===== config.mk =====
export PLATFORM = sky130hd
export DESIGN_NAME = vw_dir
export DESIGN_NICKNAME = d
export VERILOG_FILES = /design/src/rtl/vw_dir_pkg.sv /design/src/rtl/vw_way_pick.sv /design/src/rtl/vw_tag_store.sv /design/src/rtl/vw_line_store.sv /design/src/rtl/vw_dir.sv
export SDC_FILE = /design/constraint.sdc
export NUM_CORES = 2
export LEC_CHECK = 0
export CORE_ASPECT_RATIO = 1.1
export CORE_MARGIN = 5
export CORE_UTILIZATION = 47
export CTS_CLUSTER_DIAMETER = 100
export DETAILED_ROUTE_END_ITERATION = 8
export DONT_BUFFER_PORTS = 1
export GPL_TIMING_DRIVEN = 1
export PLACE_DENSITY = 0.68
export SLEW_MARGIN = 15
export SYNTH_ARGS = -nofsm -noshare
export SYNTH_HDL_FRONTEND = slang
export SYNTH_HIERARCHICAL = 1
export SYNTH_SLANG_ARGS = --single-unit

===== constraint.sdc =====
create_clock -name clk -period 52.5 [get_ports clk]
set_input_delay 5.25 -clock clk [delete_from_list [all_inputs] [get_ports clk]]
set_output_delay 5.25 -clock clk [all_outputs]
set_load 0.1 [all_outputs]

===== src/rtl/vw_dir_pkg.sv =====
package vw_dir_pkg;

  // width of the use stamps kept per tag entry
  parameter int unsigned STAMP_W = 16;

  typedef logic [STAMP_W-1:0] stamp_t;

  // cycles of use since an entry was last touched (modular)
  function automatic stamp_t age_of(input stamp_t now, input stamp_t stamp);
    return now - stamp;
  endfunction

endpackage


===== src/rtl/vw_way_pick.sv =====
module vw_way_pick
  import vw_dir_pkg::*;
#(
  parameter int unsigned WAYS = 16,
  localparam int unsigned WAY_W = $clog2(WAYS)
) (
  input  stamp_t                  now,
  input  logic   [WAYS-1:0]       valid,
  input  stamp_t [WAYS-1:0]       stamps,
  output logic                    free_any,
  output logic   [WAY_W-1:0]      free_way,
  output logic   [WAY_W-1:0]      lru_way
);

  stamp_t best_age;

  // lowest-numbered invalid entry
  always_comb begin
    free_any = 1'b0;
    free_way = '0;
    for (int w = WAYS - 1; w >= 0; w--) begin
      if (!valid[w]) begin
        free_any = 1'b1;
        free_way = WAY_W'(w);
      end
    end
  end

  // oldest valid entry; valid stamps are always older than now
  always_comb begin
    best_age = '0;
    lru_way  = '0;
    for (int w = 0; w < WAYS; w++) begin
      if (valid[w] && (age_of(now, stamps[w]) > best_age)) begin
        best_age = age_of(now, stamps[w]);
        lru_way  = WAY_W'(w);
      end
    end
  end

endmodule


===== src/rtl/vw_tag_store.sv =====
module vw_tag_store
  import vw_dir_pkg::*;
#(
  parameter int unsigned SET_W  = 2,
  parameter int unsigned WAYS   = 16,
  parameter int unsigned TAG_W  = 10,
  parameter int unsigned LINE_W = 5,
  localparam int unsigned SETS  = 1 << SET_W,
  localparam int unsigned WAY_W = $clog2(WAYS)
) (
  input  logic                         clk,
  input  logic                         rst_n,
  // lookup read
  input  logic [SET_W-1:0]             lk_set,
  input  logic [TAG_W-1:0]             lk_tag,
  output logic [WAYS-1:0]              lk_match,
  output logic                         lk_any,
  output logic [WAY_W-1:0]             lk_way,
  output logic [LINE_W-1:0]            lk_line,
  // fill-side read of one whole set
  input  logic [SET_W-1:0]             pk_set,
  output logic [WAYS-1:0]              pk_valid,
  output stamp_t [WAYS-1:0]            pk_stamps,
  output logic [WAYS-1:0][LINE_W-1:0]  pk_fptr,
  // owner invalidation
  input  logic                         inv_en,
  input  logic [SET_W-1:0]             inv_set,
  input  logic [WAY_W-1:0]             inv_way,
  // install
  input  logic                         wr_en,
  input  logic [SET_W-1:0]             wr_set,
  input  logic [WAY_W-1:0]             wr_way,
  input  logic [TAG_W-1:0]             wr_tag,
  input  logic [LINE_W-1:0]            wr_line,
  // recency update on hit
  input  logic                         touch_en,
  input  logic [SET_W-1:0]             touch_set,
  input  logic [WAY_W-1:0]             touch_way,
  input  stamp_t                       now
);

  logic [WAYS-1:0]   val_q   [SETS];
  logic [TAG_W-1:0]  tag_q   [SETS][WAYS];
  logic [LINE_W-1:0] fptr_q  [SETS][WAYS];
  stamp_t            stamp_q [SETS][WAYS];

  always_ff @(posedge clk) begin
    if (!rst_n) begin
      for (int s = 0; s < SETS; s++) val_q[s] <= '0;
    end else begin
      if (inv_en) val_q[inv_set][inv_way] <= 1'b0;
      if (wr_en)  val_q[wr_set][wr_way]   <= 1'b1;
    end
  end

  always_ff @(posedge clk) begin
    if (wr_en) begin
      tag_q[wr_set][wr_way]   <= wr_tag;
      fptr_q[wr_set][wr_way]  <= wr_line;
      stamp_q[wr_set][wr_way] <= now;
    end
    if (touch_en) stamp_q[touch_set][touch_way] <= now;
  end

  for (genvar w = 0; w < WAYS; w++) begin : g_way
    assign lk_match[w]  = val_q[lk_set][w] && (tag_q[lk_set][w] == lk_tag);
    assign pk_valid[w]  = val_q[pk_set][w];
    assign pk_stamps[w] = stamp_q[pk_set][w];
    assign pk_fptr[w]   = fptr_q[pk_set][w];
  end

  always_comb begin
    lk_way = '0;
    for (int w = 0; w < WAYS; w++) begin
      if (lk_match[w]) lk_way = WAY_W'(w);
    end
  end

  assign lk_any  = |lk_match;
  assign lk_line = fptr_q[lk_set][lk_way];

endmodule


===== src/rtl/vw_line_store.sv =====
module vw_line_store #(
  parameter int unsigned LINES = 32,
  parameter int unsigned OWN_W = 6,
  localparam int unsigned LINE_W = $clog2(LINES)
) (
  input  logic              clk,
  input  logic              rst_n,
  input  logic              wr_en,
  input  logic [LINE_W-1:0] wr_line,
  input  logic [OWN_W-1:0]  wr_own,
  input  logic [LINE_W-1:0] rd_line,
  output logic              rd_valid,
  output logic [OWN_W-1:0]  rd_own
);

  logic [LINES-1:0] val_q;
  logic [OWN_W-1:0] rptr_q [LINES];

  always_ff @(posedge clk) begin
    if (!rst_n)     val_q <= '0;
    else if (wr_en) val_q[wr_line] <= 1'b1;
  end

  always_ff @(posedge clk) begin
    if (wr_en) rptr_q[wr_line] <= wr_own;
  end

  assign rd_valid = val_q[rd_line];
  assign rd_own   = rptr_q[rd_line];

endmodule


===== src/rtl/vw_dir.sv =====
module vw_dir
  import vw_dir_pkg::*;
#(
  parameter int unsigned ADDR_W = 16,
  parameter int unsigned OFF_W  = 4,
  parameter int unsigned SET_W  = 2,
  parameter int unsigned WAYS   = 16,
  localparam int unsigned TAG_W  = ADDR_W - SET_W - OFF_W,
  localparam int unsigned SETS   = 1 << SET_W,
  localparam int unsigned WAY_W  = $clog2(WAYS),
  localparam int unsigned LINES  = (SETS * WAYS) / 2,
  localparam int unsigned LINE_W = $clog2(LINES),
  localparam int unsigned OWN_W  = SET_W + WAY_W
) (
  input  logic              clk,
  input  logic              rst_n,
  input  logic              lk_valid,
  input  logic [ADDR_W-1:0] lk_addr,
  output logic              lk_hit,
  output logic              lk_stall,
  output logic [LINE_W-1:0] lk_line,
  input  logic              fill_valid,
  input  logic [ADDR_W-1:0] fill_addr,
  output logic              fill_done,
  output logic [LINE_W-1:0] fill_line,
  output logic              vic_req,
  input  logic              vic_gnt,
  input  logic [LINE_W-1:0] vic_line
);

  function automatic logic [SET_W-1:0] set_of(input logic [ADDR_W-1:0] a);
    return a[OFF_W +: SET_W];
  endfunction

  function automatic logic [TAG_W-1:0] tag_of(input logic [ADDR_W-1:0] a);
    return a[ADDR_W-1 -: TAG_W];
  endfunction

  logic unused_offset_bits;
  assign unused_offset_bits = ^{lk_addr[OFF_W-1:0], fill_addr[OFF_W-1:0]};

  logic [SET_W-1:0] lk_set, fill_set, inv_set;
  logic [TAG_W-1:0] lk_tag, fill_tag;
  assign lk_set   = set_of(lk_addr);
  assign lk_tag   = tag_of(lk_addr);
  assign fill_set = set_of(fill_addr);
  assign fill_tag = tag_of(fill_addr);

  // named internal events
  logic [WAYS-1:0]             lk_match_vec;
  logic                        lk_any;
  logic [WAY_W-1:0]            lk_way, inv_way, free_way, lru_way, new_way;
  logic [WAYS-1:0]             pk_valid;
  stamp_t [WAYS-1:0]           pk_stamps;
  logic [WAYS-1:0][LINE_W-1:0] pk_fptr;
  logic                        free_any, inv_en, touch_en;
  logic                        vl_valid;
  logic [OWN_W-1:0]            vl_own;
  logic [LINE_W-1:0]           new_line;
  stamp_t                      now_q;

  // fill path
  assign vic_req   = fill_valid && free_any;
  assign fill_done = fill_valid && (!free_any || vic_gnt);
  assign new_way   = free_any ? free_way : lru_way;
  assign new_line  = free_any ? vic_line : pk_fptr[lru_way];
  assign fill_line = new_line;

  // previous owner of a globally chosen line loses it
  assign inv_en  = fill_done && free_any && vl_valid;
  assign inv_set = vl_own[OWN_W-1:WAY_W];
  assign inv_way = vl_own[WAY_W-1:0];

  // lookup path: fill wins on its own set and on the set it invalidates
  assign lk_stall = lk_valid && fill_valid &&
                    ((lk_set == fill_set) || (inv_en && (inv_set == lk_set)));
  assign lk_hit   = lk_valid && !lk_stall && lk_any;
  assign touch_en = lk_hit;

  always_ff @(posedge clk) begin
    if (!rst_n)                    now_q <= '0;
    else if (touch_en || fill_done) now_q <= now_q + 1'b1;
  end

  vw_tag_store #(
    .SET_W(SET_W), .WAYS(WAYS), .TAG_W(TAG_W), .LINE_W(LINE_W)
  ) u_tags (
    .clk(clk), .rst_n(rst_n),
    .lk_set(lk_set), .lk_tag(lk_tag), .lk_match(lk_match_vec),
    .lk_any(lk_any), .lk_way(lk_way), .lk_line(lk_line),
    .pk_set(fill_set), .pk_valid(pk_valid), .pk_stamps(pk_stamps), .pk_fptr(pk_fptr),
    .inv_en(inv_en), .inv_set(inv_set), .inv_way(inv_way),
    .wr_en(fill_done), .wr_set(fill_set), .wr_way(new_way),
    .wr_tag(fill_tag), .wr_line(new_line),
    .touch_en(touch_en), .touch_set(lk_set), .touch_way(lk_way),
    .now(now_q)
  );

  vw_way_pick #(.WAYS(WAYS)) u_pick (
    .now(now_q), .valid(pk_valid), .stamps(pk_stamps),
    .free_any(free_any), .free_way(free_way), .lru_way(lru_way)
  );

  vw_line_store #(.LINES(LINES), .OWN_W(OWN_W)) u_lines (
    .clk(clk), .rst_n(rst_n),
    .wr_en(fill_done), .wr_line(new_line), .wr_own({fill_set, new_way}),
    .rd_line(vic_line), .rd_valid(vl_valid), .rd_own(vl_own)
  );

endmodule


Yosys cells after proc, flatten, opt, wreduce, memory -nomap -nowiden
Memory sizes are Yosys's and may differ from the RTL's.
Index checks and enable logic that the tools add are counted.
{ "totals": {"register_bits": 48, "ramBits": 2240, "inputBits": 42, "out_inout_bits": 14, "word_cells": 246, "n_memories": 5} }
{ "op_classes": {"addsub": 17, "magnitude_cmp": 28, "eq_ne": 18, "n_mux": 119, "n_bitwise": 3, "n_reduce_logical": 54} }
{ "mem_list": {"columns": ["memory", "depth", "word_bits", "read_ports", "rd_ports_with_merged_regs", "write_ports", "line", "source"], "rows": [
  ["u_tags.stamp_q", 4, 256, 1, 0, 2, "vw_tag_store.sv:45", "stamp_t stamp_q [SETS][WAYS];"],
  ["u_tags.tag_q", 4, 160, 1, 0, 1, "vw_tag_store.sv:43", "logic [TAG_W-1:0] tag_q [SETS][WAYS];"],
  ["u_tags.fptr_q", 4, 80, 2, 0, 1, "vw_tag_store.sv:44", "logic [LINE_W-1:0] fptr_q [SETS][WAYS];"],
  ["u_lines.rptr_q", 32, 6, 1, 0, 1, "vw_line_store.sv:17", "logic [OWN_W-1:0] rptr_q [LINES];"],
  ["u_tags.val_q", 4, 16, 2, 0, 4, "vw_tag_store.sv:42", "logic [WAYS-1:0] val_q [SETS];"]
]} }
{ "op_table": {"columns": ["cell", "count"], "rows": [
  ["256-bit 2-to-1 mux", 2],
  ["16-bit 2-to-1 mux", 23],
  ["16-bit subtractor", 16],
  ["16-bit > comparator", 15],
  ["10-bit == test", 16],
  ["160-bit 2-to-1 mux", 1],
  ["4-bit 2-to-1 mux", 33],
  ["16-bit demux with 4-bit select", 2],
  ["80-bit 2-to-1 mux", 1],
  ["16-bit OR reduction", 3],
  ["1-bit logical AND", 46],
  ["5-bit binary-select mux with 4-bit select", 2],
  ["10-bit demux with 4-bit select", 1],
  ["32-bit bitwise OR", 1],
  ["1-bit 2-to-1 mux", 29],
  ["5-bit 2-to-1 mux", 5],
  ["3-bit 2-to-1 mux", 8],
  ["5-bit demux with 4-bit select", 1],
  ["16-bit by 1-bit adder with 16-bit output, second input constant", 1],
  ["16-bit by 1-bit > comparator with 1-bit output, second input constant", 1],
  ["4-bit by 5-bit < comparator with 1-bit output, second input constant", 3],
  ["5-bit by 6-bit < comparator with 1-bit output, second input constant", 2],
  ["2-bit 2-to-1 mux", 6],
  ["5-bit >= comparator, second input constant", 2],
  ["other kinds (11)", 19]
]} }

Logic depth before layout (Yosys ltp)
An unclocked memory read counts as a cell.
{ "depth": {"ltp_word": 58, "ltp_mapped": 248, "ltp_nobuf": 222} }

By module
Netlist, hierarchy kept.
{ "by_module_without_submodules": {"columns": ["mod", "instances", "cells_per_inst", "area_each_um2", "seq_area_each_um2"], "rows": [
  ["vw_tag_store", 1, 3767, 80932.6, 60858.4],
  ["vw_way_pick", 1, 2760, 19676.4, 0.0],
  ["vw_line_store", 1, 397, 8625.8, 6406.1],
  ["vw_dir", 1, 191, 1699.1, 320.3]
]} }

Least setup slack after synthesis
OpenSTA, ideal clock, no wires.
{ "synth_path": {"path_kind": "input -> output", "start": "in fill_addr[4]", "end": "out fill_line[3]", "arrival_ns": 47.527, "required_ns": 47.250, "setup_slack_ns": -0.277, "path_stages": 233, "n_path_buf": 26, "cell_sequence": "clkbuf_1 clkbuf_1 buf_1 mux4_2 ha_1 fa_1 nor2b_1 o21ai_0 a21boi_0 o21ai_0 a21oi_1 a31o_2 a31oi_1 xnor2_1 or4_1 o41a_1 clkbuf_1 nand2_1 [197 not listed] a21oi_1 nor2b_1 o21ai_0 nand2b_1 a21oi_1 o21ai_0 a21o_1 a21oi_1 nor2_1 nor2_1 and3_1 o41ai_1 clkbuf_1 buf_1 nor2b_1 nand2_1 a311oi_1 a21oi_1"} }
{ "synth_rtl": {"columns": ["item", "line", "source"], "rows": [
  ["from (decl)", "vw_dir.sv:23", "input logic [ADDR_W-1:0] fill_addr,"],
  ["to (decl)", "vw_dir.sv:25", "output logic [LINE_W-1:0] fill_line,"]
]} }

Worst setup path in the final report
{ "layout_path": {"start": "in fill_addr[5]", "end": "out fill_line[4]"} }
{ "layout_via": {"elab_chain_cells": 53, "word_cells_on_any_way": 100, "cone_classes": "add/sub (16); order compare (16); mux (49); reduce/logical (16); memory (3)"} }
{ "layout_rtl": {"columns": ["item", "line", "source"], "rows": [
  ["memory 4 x 256 bit", null, null],
  ["16-bit subtractor", "vw_dir_pkg.sv:10", "return now - stamp;"],
  ["16-bit by 1-bit > comparator with 1-bit output", "vw_way_pick.sv:34", "if (valid[w] && (age_of(now, stamps[w]) > best_age)) begin"],
  ["1-bit logical AND", "vw_way_pick.sv:34", null],
  ["16-bit 2-to-1 mux", "vw_way_pick.sv:34", null],
  ["16-bit > comparator", "vw_way_pick.sv:34", null],
  ["1-bit logical AND", "vw_way_pick.sv:34", null],
  ["16-bit 2-to-1 mux", "vw_way_pick.sv:34", null],
  ["[38 not listed]", null, null],
  ["16-bit 2-to-1 mux", "vw_way_pick.sv:34", null],
  ["16-bit > comparator", "vw_way_pick.sv:34", null],
  ["1-bit logical AND", "vw_way_pick.sv:34", null],
  ["4-bit 2-to-1 mux (*)", "vw_way_pick.sv:34", null],
  ["named net lru_way[2]", "vw_dir.sv:52", "logic [WAY_W-1:0] lk_way, inv_way, free_way, lru_way, new_way;"],
  ["5-bit binary-select mux with 4-bit select (*)", "vw_dir.sv:66", "assign new_line = free_any ? vic_line : pk_fptr[lru_way];"],
  ["5-bit 2-to-1 mux (implied by the code) (*)", "vw_dir.sv:66", null],
  ["5-bit 2-to-1 mux (*)", "vw_dir.sv:66", null]
]} }
The timed path passes the listed nets; every way through them passes the cells marked *. The select of a mux whose other input is x is not followed.

==> impl_results.md <==
* FILL cells at 18900
* Power Internal at 2.99 mW
* WS Path Type: in2out
* Hold WS at 0.462 ns
* Bufs on Longest Clock Path at 3
* Clock latency at the later pin of the worst-skew pair at 0.89 ns
* Layout area overhead at 11.2%
* Hold Path Stages at 1
* Initial antenna violation count at 5
* FF-to-FF Start: u_tags/stamp_q[3][240]$_DFFE_PP_
* Routed vias/inst at 6.11
* PwrDens at 30.9 nW/um^2
* Hold crit path type: reg2reg
* Global-route wire length before repair at 421000 microns
* Die area at 246000 sq um
* Core area at 235000 sq um
* CTS clk-pin slew, worst paths at 0.06 ns
* Share of cells above drive strength 1 at 0.194
* Post-layout util at 0.524
* GRT overflow at 0
* CP arrival at 44.81 ns
* Final ANT Viol Nets at 0
* Die X at 473 microns
* CP max FO at 391
* Sequential power share at 0.522
* Crit-path most repeated cell: o21ai_0
* # IOs at 56
* TritonRoute pass-1 iters at 5
* Post-Syn Nets at 7640
* Worst endpoint required time at 47.25 ns
* Hold_sp: u_lines/val_q[6]$_SDFFE_PN0P_
* RR Endpoint: u_lines/rptr_q[11][5]$_DFFE_PP_
* Leakage power at 42.9 nW
* Post-Syn Instances at 7113
* Slew at the pin closest to its max-slew limit at 1.41 ns
* Setup-failing EPs final at 0
* Die Height at 520 microns
* Min Tclk post-route at 50.06 ns
* Sw Share at 0.214
* CTS tree: yes
* Post-CTS Hold Fix Bufs at 0
* Clock skew at 0.0646 ns
* Mapped cell area at 111000 sq um
* DR iter-0 viols at 5980
* Ys Warns at 6
* Total track usage at 0.229
* Net switching power at 815 uW
* Post-DR wirelength/cell at 27.1 microns
* Vias at 64600
* Initial Util at 0.471
* Final slew viol count at 0
* Inserted Clock Buffers at 224
* Slowest-stage cell, CP: or4_1
* Slowest stage delay, CP at 0.55 ns
* Placed cells at 10100
* Final Hold Fails at 0
* Drt total wl at 287000 microns
* DP Wirelength at 182000 microns
* Startpoint Class: input pin
* Syn avg cell area at 15.6 sq um
* Clock power frac at 0.423
* Logic pwr share at 0.055
* Nets at 7789
* Pin count of the biggest net entering global routing at 392
* Outcome: finished, final reports clean
* Total power at 3.80 mW
* FMAX at 0.0200 GHz
* Vias in the first global route at 65000
* Max_cap viols at 0
* Number of I/O port buffers at 0
* Clock sinks at 2288
* Final period utilization at 0.953
* GP Congestion at 0.910
* Slew margin rel. at 0.0585
* CTS Root Buffer Type: clkbuf_16
* Min-Delay Endpoint: u_lines/val_q[6]$_SDFFE_PN0P_
* Reg2reg setup slack at 10.96 ns
* CP Capture Type: output port
* Core Rows at 187
* Non-Filler Instances at 10600
* Htree depth at 4
* DRC at 0
* R2R depth at 203
* Peak supply drop at 0.0401 mV
[power by group through the flow]
stage | sequential (mW) | clock [mW] | combinational, mW
3_5_place_dp | 2.03 | 0 | 0.193
6_report | 1.99 | 1.61 | 0.208
2_1_floorplan | 2.03 | 0 | 0.175
3_3_place_gp | 2.03 | 0 | 0.190
5_1_grt | 1.99 | 1.72 | 0.226
4_1_cts | 1.99 | 1.64 | 0.194
[how the worst max path moves through the flow]
stage,from,depth (start not counted),to
CTS,fill_addr[4],198,fill_line[4]
finish,fill_addr[5],199,fill_line[4]
global placement,fill_addr[4],197,fill_line[4]
detailed placement,fill_addr[4],195,fill_line[4]
floorplan,fill_addr[4],233,fill_line[3]
global route,fill_addr[4],210,fill_line[4]
[repair_timing]
| action | in CTS | in global routing |
|---|---|---|
| buffers inserted | 0 | 16 |
| cloned | 0 | 4 |
| setup endpoints to repair | 5 | 5 |
| pin swaps | 0 | 11 |
| endpoints found under the hold margin | 0 | 0 |
| resized for setup | 4 | 86 |
[critical path, delay by kind of cell]
| family | cells | cell delay [ns] |
|---|---|---|
| muxes | 8 | 2.83 |
| and+or+nand+nor | 63 | 10.48 |
| xor gates and xnor gates | 1 | 0.17 |
| buffers and inverters | 15 | 2.81 |
| AOI/OAI and AO/OA | 95 | 18.06 |
| adders and majority gates | 17 | 4.85 |
[through the flow]
step / setup slack, ns / area [sq um] / setup TNS (ns)
after floorplan: 1.21 / 111000 / 0
after global placement: 0.242 / 115000 / 0
after detailed placement: -0.0365 / 115000 / -0.0365
after CTS: 0.0542 / 123000 / 0
after global routing: -0.133 / 123000 / -0.553
final: 2.44 / 123000 / 0
[layer usage]
metal	track usage	vias to the layer above	part of all wire
met3	0.0336	504	0.067
met4	0.0813	2	0.037
met1	0.310	33500	0.41
met2	0.380	2479	0.49
li1	-	28100	-
met5	0	-	0.000049
[cell type report]
class | count | area, sq um | area share
Timing Repair Buffer | 198 | 1670 | 0.0135
Clock buffer | 275 | 5800 | 0.0470
Sequential cell | 2288 | 67600 | 0.549
Multi-Input combinational cell | 4019 | 40700 | 0.330
Tap cell | 3118 | 3900 | 0.0316
Inverter | 531 | 1990 | 0.0162
Antenna cell | 5 | 12.5 | 0.000101
Clock inverter | 143 | 1630 | 0.0132
[registers in the layout (all words and copies together) (netlist names)]
signal          flops
u_tags/val_q       64
now_q              16
u_tags/tag_q      640
u_lines/val_q      32
u_tags/fptr_q     320
u_tags/stamp_q   1024
u_lines/rptr_q    192
[cell usage in the layout, fill, tap and decap left out, types with 90 or more instances in the layout]
cell       instances
edfxtp_1        2176
mux4_2           640
inv_1            526
ha_1             469
nand2_1          309
xnor2_1          309
a21oi_1          280
nor2_1           235
clkbuf_16        227
o21ai_0          210
buf_4            183
mux2i_1          162
a21o_1           133
xor2_1           106
dfxtp_1           96
o21a_1            94
o21bai_1          90
Power figures use the tool's default switching activity.
